**src/rtl/sigslice_pkg.sv**
```systemverilog
package sigslice_pkg;
  parameter int BEAT_IDX_W = 3;

  typedef struct packed {
    logic                  loadLine;
    logic [BEAT_IDX_W-1:0] wrBeat;
    logic                  capBeat;
    logic [BEAT_IDX_W-1:0] rdBeat;
  } ctrlStrobe_t;
endpackage

```
**src/rtl/sigslice_ctrl.sv**
```systemverilog
module sigslice_ctrl
  import sigslice_pkg::*;
#(
  parameter int BEATS = 8
) (
  input  logic        clk,
  input  logic        rstN,
  input  logic        lineInValid,
  output logic        lineInReady,
  output logic        beatOutValid,
  input  logic        beatOutReady,
  output logic        beatOutLast,
  input  logic        beatInValid,
  input  logic        beatInLast,
  output logic        lineOutValid,
  output ctrlStrobe_t strb
);
  localparam logic [BEAT_IDX_W-1:0] LAST_IDX = BEAT_IDX_W'(BEATS - 1);

  logic                  busy;
  logic [BEAT_IDX_W-1:0] wrCnt;
  logic [BEAT_IDX_W-1:0] rdCnt;

  assign lineInReady  = !busy;
  assign beatOutValid = busy;
  assign beatOutLast  = busy && (wrCnt == LAST_IDX);

  always_comb begin
    strb.loadLine = lineInValid && !busy;
    strb.wrBeat   = wrCnt;
    strb.capBeat  = beatInValid;
    strb.rdBeat   = rdCnt;
  end

  // write burst sequencing
  always_ff @(posedge clk) begin
    if (!rstN) begin
      busy  <= 1'b0;
      wrCnt <= '0;
    end else if (strb.loadLine) begin
      busy  <= 1'b1;
      wrCnt <= '0;
    end else if (busy && beatOutReady) begin
      if (wrCnt == LAST_IDX) begin
        busy  <= 1'b0;
        wrCnt <= '0;
      end else begin
        wrCnt <= wrCnt + 1'b1;
      end
    end
  end

  // read burst collection
  always_ff @(posedge clk) begin
    if (!rstN) begin
      rdCnt        <= '0;
      lineOutValid <= 1'b0;
    end else begin
      lineOutValid <= beatInValid && beatInLast;
      if (beatInValid) begin
        rdCnt <= beatInLast ? '0 : rdCnt + 1'b1;
      end
    end
  end
endmodule

```
**src/rtl/sigslice_datapath.sv**
```systemverilog
module sigslice_datapath
  import sigslice_pkg::*;
#(
  parameter int WORD_W  = 32,
  parameter int WORDS   = 16,
  parameter int SLICE_W = 2
) (
  input  logic                      clk,
  input  ctrlStrobe_t               strb,
  input  logic [WORDS*WORD_W-1:0]   lineInData,
  output logic [2*WORD_W-1:0]       beatOutData,
  input  logic [2*WORD_W-1:0]       beatInData,
  output logic [WORDS*WORD_W-1:0]   lineOutData
);
  localparam int DEVS  = WORD_W / SLICE_W;
  localparam int NIB_W = 2 * SLICE_W;

  logic [WORD_W-1:0] lineQ [WORDS];
  logic [WORD_W-1:0] asmQ  [WORDS];
  logic [WORD_W-1:0] evenW, oddW, rdEven, rdOdd;

  assign evenW = lineQ[{strb.wrBeat, 1'b0}];
  assign oddW  = lineQ[{strb.wrBeat, 1'b1}];

  for (genvar n = 0; n < DEVS; n++) begin : g_dev
    assign beatOutData[n*NIB_W +: NIB_W] =
      {oddW[n*SLICE_W +: SLICE_W], evenW[n*SLICE_W +: SLICE_W]};
    assign rdEven[n*SLICE_W +: SLICE_W] = beatInData[n*NIB_W +: SLICE_W];
    assign rdOdd[n*SLICE_W +: SLICE_W]  = beatInData[n*NIB_W+SLICE_W +: SLICE_W];
  end

  for (genvar i = 0; i < WORDS; i++) begin : g_word
    assign lineOutData[i*WORD_W +: WORD_W] = asmQ[i];
  end

  always_ff @(posedge clk) begin
    if (strb.loadLine) begin
      for (int i = 0; i < WORDS; i++) lineQ[i] <= lineInData[i*WORD_W +: WORD_W];
    end
    if (strb.capBeat) begin
      asmQ[{strb.rdBeat, 1'b0}] <= rdEven;
      asmQ[{strb.rdBeat, 1'b1}] <= rdOdd;
    end
  end
endmodule

```
**src/rtl/sigslice_packer.sv**
```systemverilog
module sigslice_packer
  import sigslice_pkg::*;
#(
  parameter int WORD_W  = 32,
  parameter int WORDS   = 16,
  parameter int SLICE_W = 2
) (
  input  logic                    clk,
  input  logic                    rstN,
  input  logic                    lineInValid,
  output logic                    lineInReady,
  input  logic [WORDS*WORD_W-1:0] lineInData,
  output logic                    beatOutValid,
  input  logic                    beatOutReady,
  output logic [2*WORD_W-1:0]     beatOutData,
  output logic                    beatOutLast,
  input  logic                    beatInValid,
  input  logic [2*WORD_W-1:0]     beatInData,
  input  logic                    beatInLast,
  output logic                    lineOutValid,
  output logic [WORDS*WORD_W-1:0] lineOutData
);
  localparam int BEATS = WORDS / 2;

  ctrlStrobe_t strb;

  sigslice_ctrl #(.BEATS(BEATS)) u_ctrl (
    .clk(clk), .rstN(rstN),
    .lineInValid(lineInValid), .lineInReady(lineInReady),
    .beatOutValid(beatOutValid), .beatOutReady(beatOutReady),
    .beatOutLast(beatOutLast),
    .beatInValid(beatInValid), .beatInLast(beatInLast),
    .lineOutValid(lineOutValid), .strb(strb)
  );

  sigslice_datapath #(.WORD_W(WORD_W), .WORDS(WORDS), .SLICE_W(SLICE_W)) u_dp (
    .clk(clk), .strb(strb),
    .lineInData(lineInData), .beatOutData(beatOutData),
    .beatInData(beatInData), .lineOutData(lineOutData)
  );
endmodule

```
**config.mk**
```make
export PLATFORM = sky130hd
export DESIGN_NAME = sigslice_packer
export DESIGN_NICKNAME = d
export VERILOG_FILES = /design/src/rtl/sigslice_pkg.sv /design/src/rtl/sigslice_ctrl.sv /design/src/rtl/sigslice_datapath.sv /design/src/rtl/sigslice_packer.sv
export SDC_FILE = /design/constraint.sdc
export NUM_CORES = 1
export LEC_CHECK = 0
export BUFFER_PORTS_ARGS = -buffer_cell sky130_fd_sc_hd__buf_2
export CORE_AREA = 2 2 451 453
export CTS_BUF_LIST = sky130_fd_sc_hd__clkbuf_4 sky130_fd_sc_hd__clkbuf_8 sky130_fd_sc_hd__clkbuf_16
export DETAILED_ROUTE_END_ITERATION = 10
export DIE_AREA = 0 0 453 455
export HOLD_SLACK_MARGIN = 0.02
export SLEW_MARGIN = 20
export SYNTH_ARGS = -nofsm -noshare
export SYNTH_HDL_FRONTEND = slang
export SYNTH_HIERARCHICAL = 1
export SYNTH_SLANG_ARGS = --single-unit
```
**constraint.sdc**
```tcl
create_clock -name clk -period 8.6 [get_ports clk]
set_clock_uncertainty 0.05 [all_clocks]
set_input_delay 1.72 -clock clk [delete_from_list [all_inputs] [get_ports clk]]
set_output_delay 1.72 -clock clk [all_outputs]
set_load 0.03 [all_outputs]
```
* Word-level counts from Yosys, hierarchy flattened *
Memories as Yosys holds them, arrays and structs flattened. A register that Yosys moved wholly into a read port is not among the register bits.
Cells that the tools add are included.

storage, ports and cells
  register bits = 8
  memory bits (writable) = 1024
  input port bits = 582
  output and inout port bits = 580
  memories kept = 2

operators by class
  $add $sub $neg = 2
  eq/ne operators = 1
  bitwise gates (word level) = 1
  reductions and logical operators = 9
  multiplexer cells = 13

memories
  name        words  width  read ports  clocked after memory_dff  wr ports  line                     RTL
  u_dp.asmQ   16     32     16          0                         2         sigslice_datapath.sv:19  logic [WORD_W-1:0] asmQ [WORDS];
  u_dp.lineQ  16     32     2           2                         16        sigslice_datapath.sv:18  logic [WORD_W-1:0] lineQ [WORDS];

operators with widths
  kind                                                            count
  4-bit 2-to-1 mux                                                4
  1-bit 2-to-1 mux                                                7
  3-bit by 1-bit adder with 3-bit output (second input constant)  2
  3-bit 2-to-1 mux                                                2
  1-bit logical AND                                               4
  2-bit nonzero test                                              2
  3-bit == test (second input constant)                           1
  2-bit AND reduction                                             1
  2-bit OR reduction                                              1
  1-bit zero test                                                 1
  1-bit NOT                                                       1

* Longest topological paths before layout *
  depth in word-level cells = 4
  depth in mapped cells = 4

* Cells and area by module *
Netlist, hierarchy kept.

modules (own cells, without submodules)
  module             cells each  instances  area each (µm²)
  sigslice_datapath  1264        1          34652.0
  sigslice_ctrl      42          1          415.4

* Worst setup path after synthesis *
OpenSTA, ideal clock, no wires.

  kind = input-to-reg
  start point = input lineInValid
  end point = memory u_dp.lineQ[0][0], enable pin
  setup time = 0.656 ns
  setup slack = 0.255 ns
  cell stages on the path = 1
  data required time = 7.894 ns
  path buffers = 0
  arrival time = 7.639 ns
  cells stage by stage = and2b_2

RTL lines
  what         line                     RTL
  from (decl)  sigslice_packer.sv:10    input logic lineInValid,
  to (decl)    sigslice_datapath.sv:18

==> results.json <==
{
  "hold_buffers": 0,
  "peakVddDrop_mv": 0.1689,
  "rsz0062_at_grt": "no",
  "p_leak_nw": 17.03,
  "tightest_slew_ns": 1.128,
  "grt-ovfl-total": 0,
  "cts_root_buf": "clkbuf_16",
  "holdPathStages": 2,
  "crit_type": "flip-flop to output pin",
  "die_h_um": 455,
  "worstPathMaxFanout": 79,
  "hp-start": "u_ctrl/rdCnt[1]",
  "gp_congestion": 0.8961,
  "portBuffers": 1161,
  "hold_viol_final": 0,
  "clk_pin_slew_ns": 0.06,
  "period_share": 0.6211,
  "yosysSeqAreaShare": 0.8814,
  "routedWlPerCell_um": 20.84,
  "grt_antenna_before_repair": 33,
  "grt_pass1_wl_mm": 145.2,
  "hp-class": "flip-flop to flip-flop",
  "synthTopCellsByCount": "1024 x edfxtp_1, 128 x mux4_2, 65 x mux2_2",
  "p_per_area_nw_per_um2": 228.7,
  "worstPathArrival_ns": 3.57,
  "fmax_mhz": 187.2,
  "fin_nets": 3152,
  "rows": 165,
  "grt_usage": 0.1011,
  "critPathRequiredTime_ns": 6.83,
  "tns_ns": 0,
  "post_cts_buffers": 0,
  "fillers": 20680,
  "start_util": 0.1742,
  "clock-sinks": 1032,
  "rr_endpoint": "u_dp/lineQ[3][0]",
  "cts_buffer_depth": 3,
  "drtPass1Iterations": 5,
  "grt_pass1_vias": 18720,
  "start_kind": "flip-flop",
  "async_flop_share": 0,
  "cts.htree.levels": 3,
  "syn_to_final_growth_pct": 36.46,
  "drc": 0,
  "drtIter0Drc": 1566,
  "clock_latency_ns": 0.74,
  "num_vias": 18690,
  "syn_area_per_cell_um2": 26.85,
  "fin_total_pwr_mw": 10.94,
  "cap_violations": 0,
  "drtAntennaViolNets": 0,
  "ios": 1162,
  "worstHoldEndpoint": "u_ctrl/rdCnt[1]",
  "grt_max_degree": 158,
  "min_period_ns": 5.341,
  "cts_resized": 0,
  "drive_above_1_share": 0.5911,
  "core_area_um2": 201300,
  "hpwl_mm": 83.39,
  "rr_worst_depth": 3,
  "syn_area_um2": 35070,
  "via_per_inst": 3.498,
  "cts_buffers": 103,
  "r2r-start": "u_ctrl/beatOutValid",
  "cts_tree": "yes",
  "yosys.area.top_type": "edfxtp_1",
  "synth_top_area_share": 0.8769,
  "yosys_register_bits": 1032,
  "setup_viol": 0,
  "ys_types": 28,
  "yosys_warnings": 6,
  "synth_edf_count": 1024,
  "r2r_slack_ns": 5.53,
  "synth_nets": 1891,
  "endpoint_kind": "output pin",
  "yosysMostFrequentCell": "edfxtp_1",
  "synthCells": 1306,
  "die-area_um2": 206100,
  "final_max_slew_viol_count": 0,
  "wl_mm": 111.3,
  "slew_headroom": 0.2483,
  "outcome": "complete, no violations",
  "synthTopCellsByArea": "edfxtp_1 88%, mux4_2 8.2%, mux2_2 2.1%",
  "synth-main-ff-cell": "edfxtp_1",
  "die_w_um": 453
}
registers in the layout (all words and copies together) (netlist names):
register	cells
u_ctrl/lineOutValid	1
u_ctrl/rdCnt	3
u_ctrl/beatOutValid	1
u_dp/asmQ	512
u_ctrl/wrCnt	3
u_dp/lineQ	512
worst max path at each step:
stage / startpoint / end / cells after the start
6_report: u_ctrl/wrCnt[0] / beatOutData[31] / 4
3_5_place_dp: u_ctrl/wrCnt[0] / beatOutData[1] / 5
5_1_grt: u_ctrl/wrCnt[0] / beatOutData[1] / 5
2_1_floorplan: lineInValid / u_dp/lineQ[0][0] / 1
3_3_place_gp: u_ctrl/wrCnt[0] / beatOutData[1] / 5
4_1_cts: u_ctrl/wrCnt[0] / beatOutData[1] / 5
critical path, cell delays in order (launching register included):
cell and delay, ns:
dfxtp_4 0.90, buf_12 0.42, mux4_2 0.61, mux2_2 0.28
buf_2 0.19
stage by stage:
stage | setup WS [ns] | hold WS [ns] | utilization | cell area [µm²] | instances
floorplan | 0.2551 | 0.4140 | - | 35070 | 1306
finish | 3.259 | 0.4752 | 0.2377 | 47850 | 5343
global route | 2.849 | 0.5082 | 0.2377 | 47850 | 5340
detailed placement | 3.832 | 0.4686 | 0.2203 | 44350 | 5134
global placement | 3.856 | 0.4387 | 0.2200 | 44290 | 5132
CTS | 2.962 | 0.4804 | 0.2375 | 47800 | 5323
cell usage in the layout, fill, tap and decap left out, types with 6 or more instances in the layout:
cell type   count
buf_4          27
clkbuf_4       24
nor2_4          6
mux4_2        128
bufinv_16       8
clkinv_2       10
edfxtp_1     1024
clkbuf_16     103
diode_2        20
buf_2        1161
mux2_2         65
clkinv_1       21
clkinvlp_4      7
cells by family (layout without fill, tap and decap cells):
kind of cell	Yosys count	after routing	synth area share
buf+inv	39	1384	0.007600
compound gates	9	9	0.001463
other cells	0	20	0
mux	193	193	0.1031
fa+ha+maj	3	3	0.001071
flops	1032	1032	0.8814
simple gates	30	30	0.005352
power by group:
part / switching [mW] / internal [mW]
clock network: 1.97 / 2.56
logic: 0.369 / 0.230
registers: 0.0702 / 5.74
final cells by class:
class                      count  area (µm²)  area share
multi-input combinational    235        3948     0.08249
tap                         2672        3343     0.06986
inverter                       2       7.507   0.0001569
timing repair buffer        1193        6128      0.1281
antenna                       20       50.05    0.001046
clock inverter                60       671.9     0.01404
sequential                  1032       30920      0.6461
clock buffer                 129        2785     0.05820
layer usage:
metal  wire (µm)  GRT usage
met1       36200    0.09813
met2       62060     0.1932
met3        6966    0.02372
met4        6076    0.05932
met5          41          0
(Power assumes the default switching activity.)
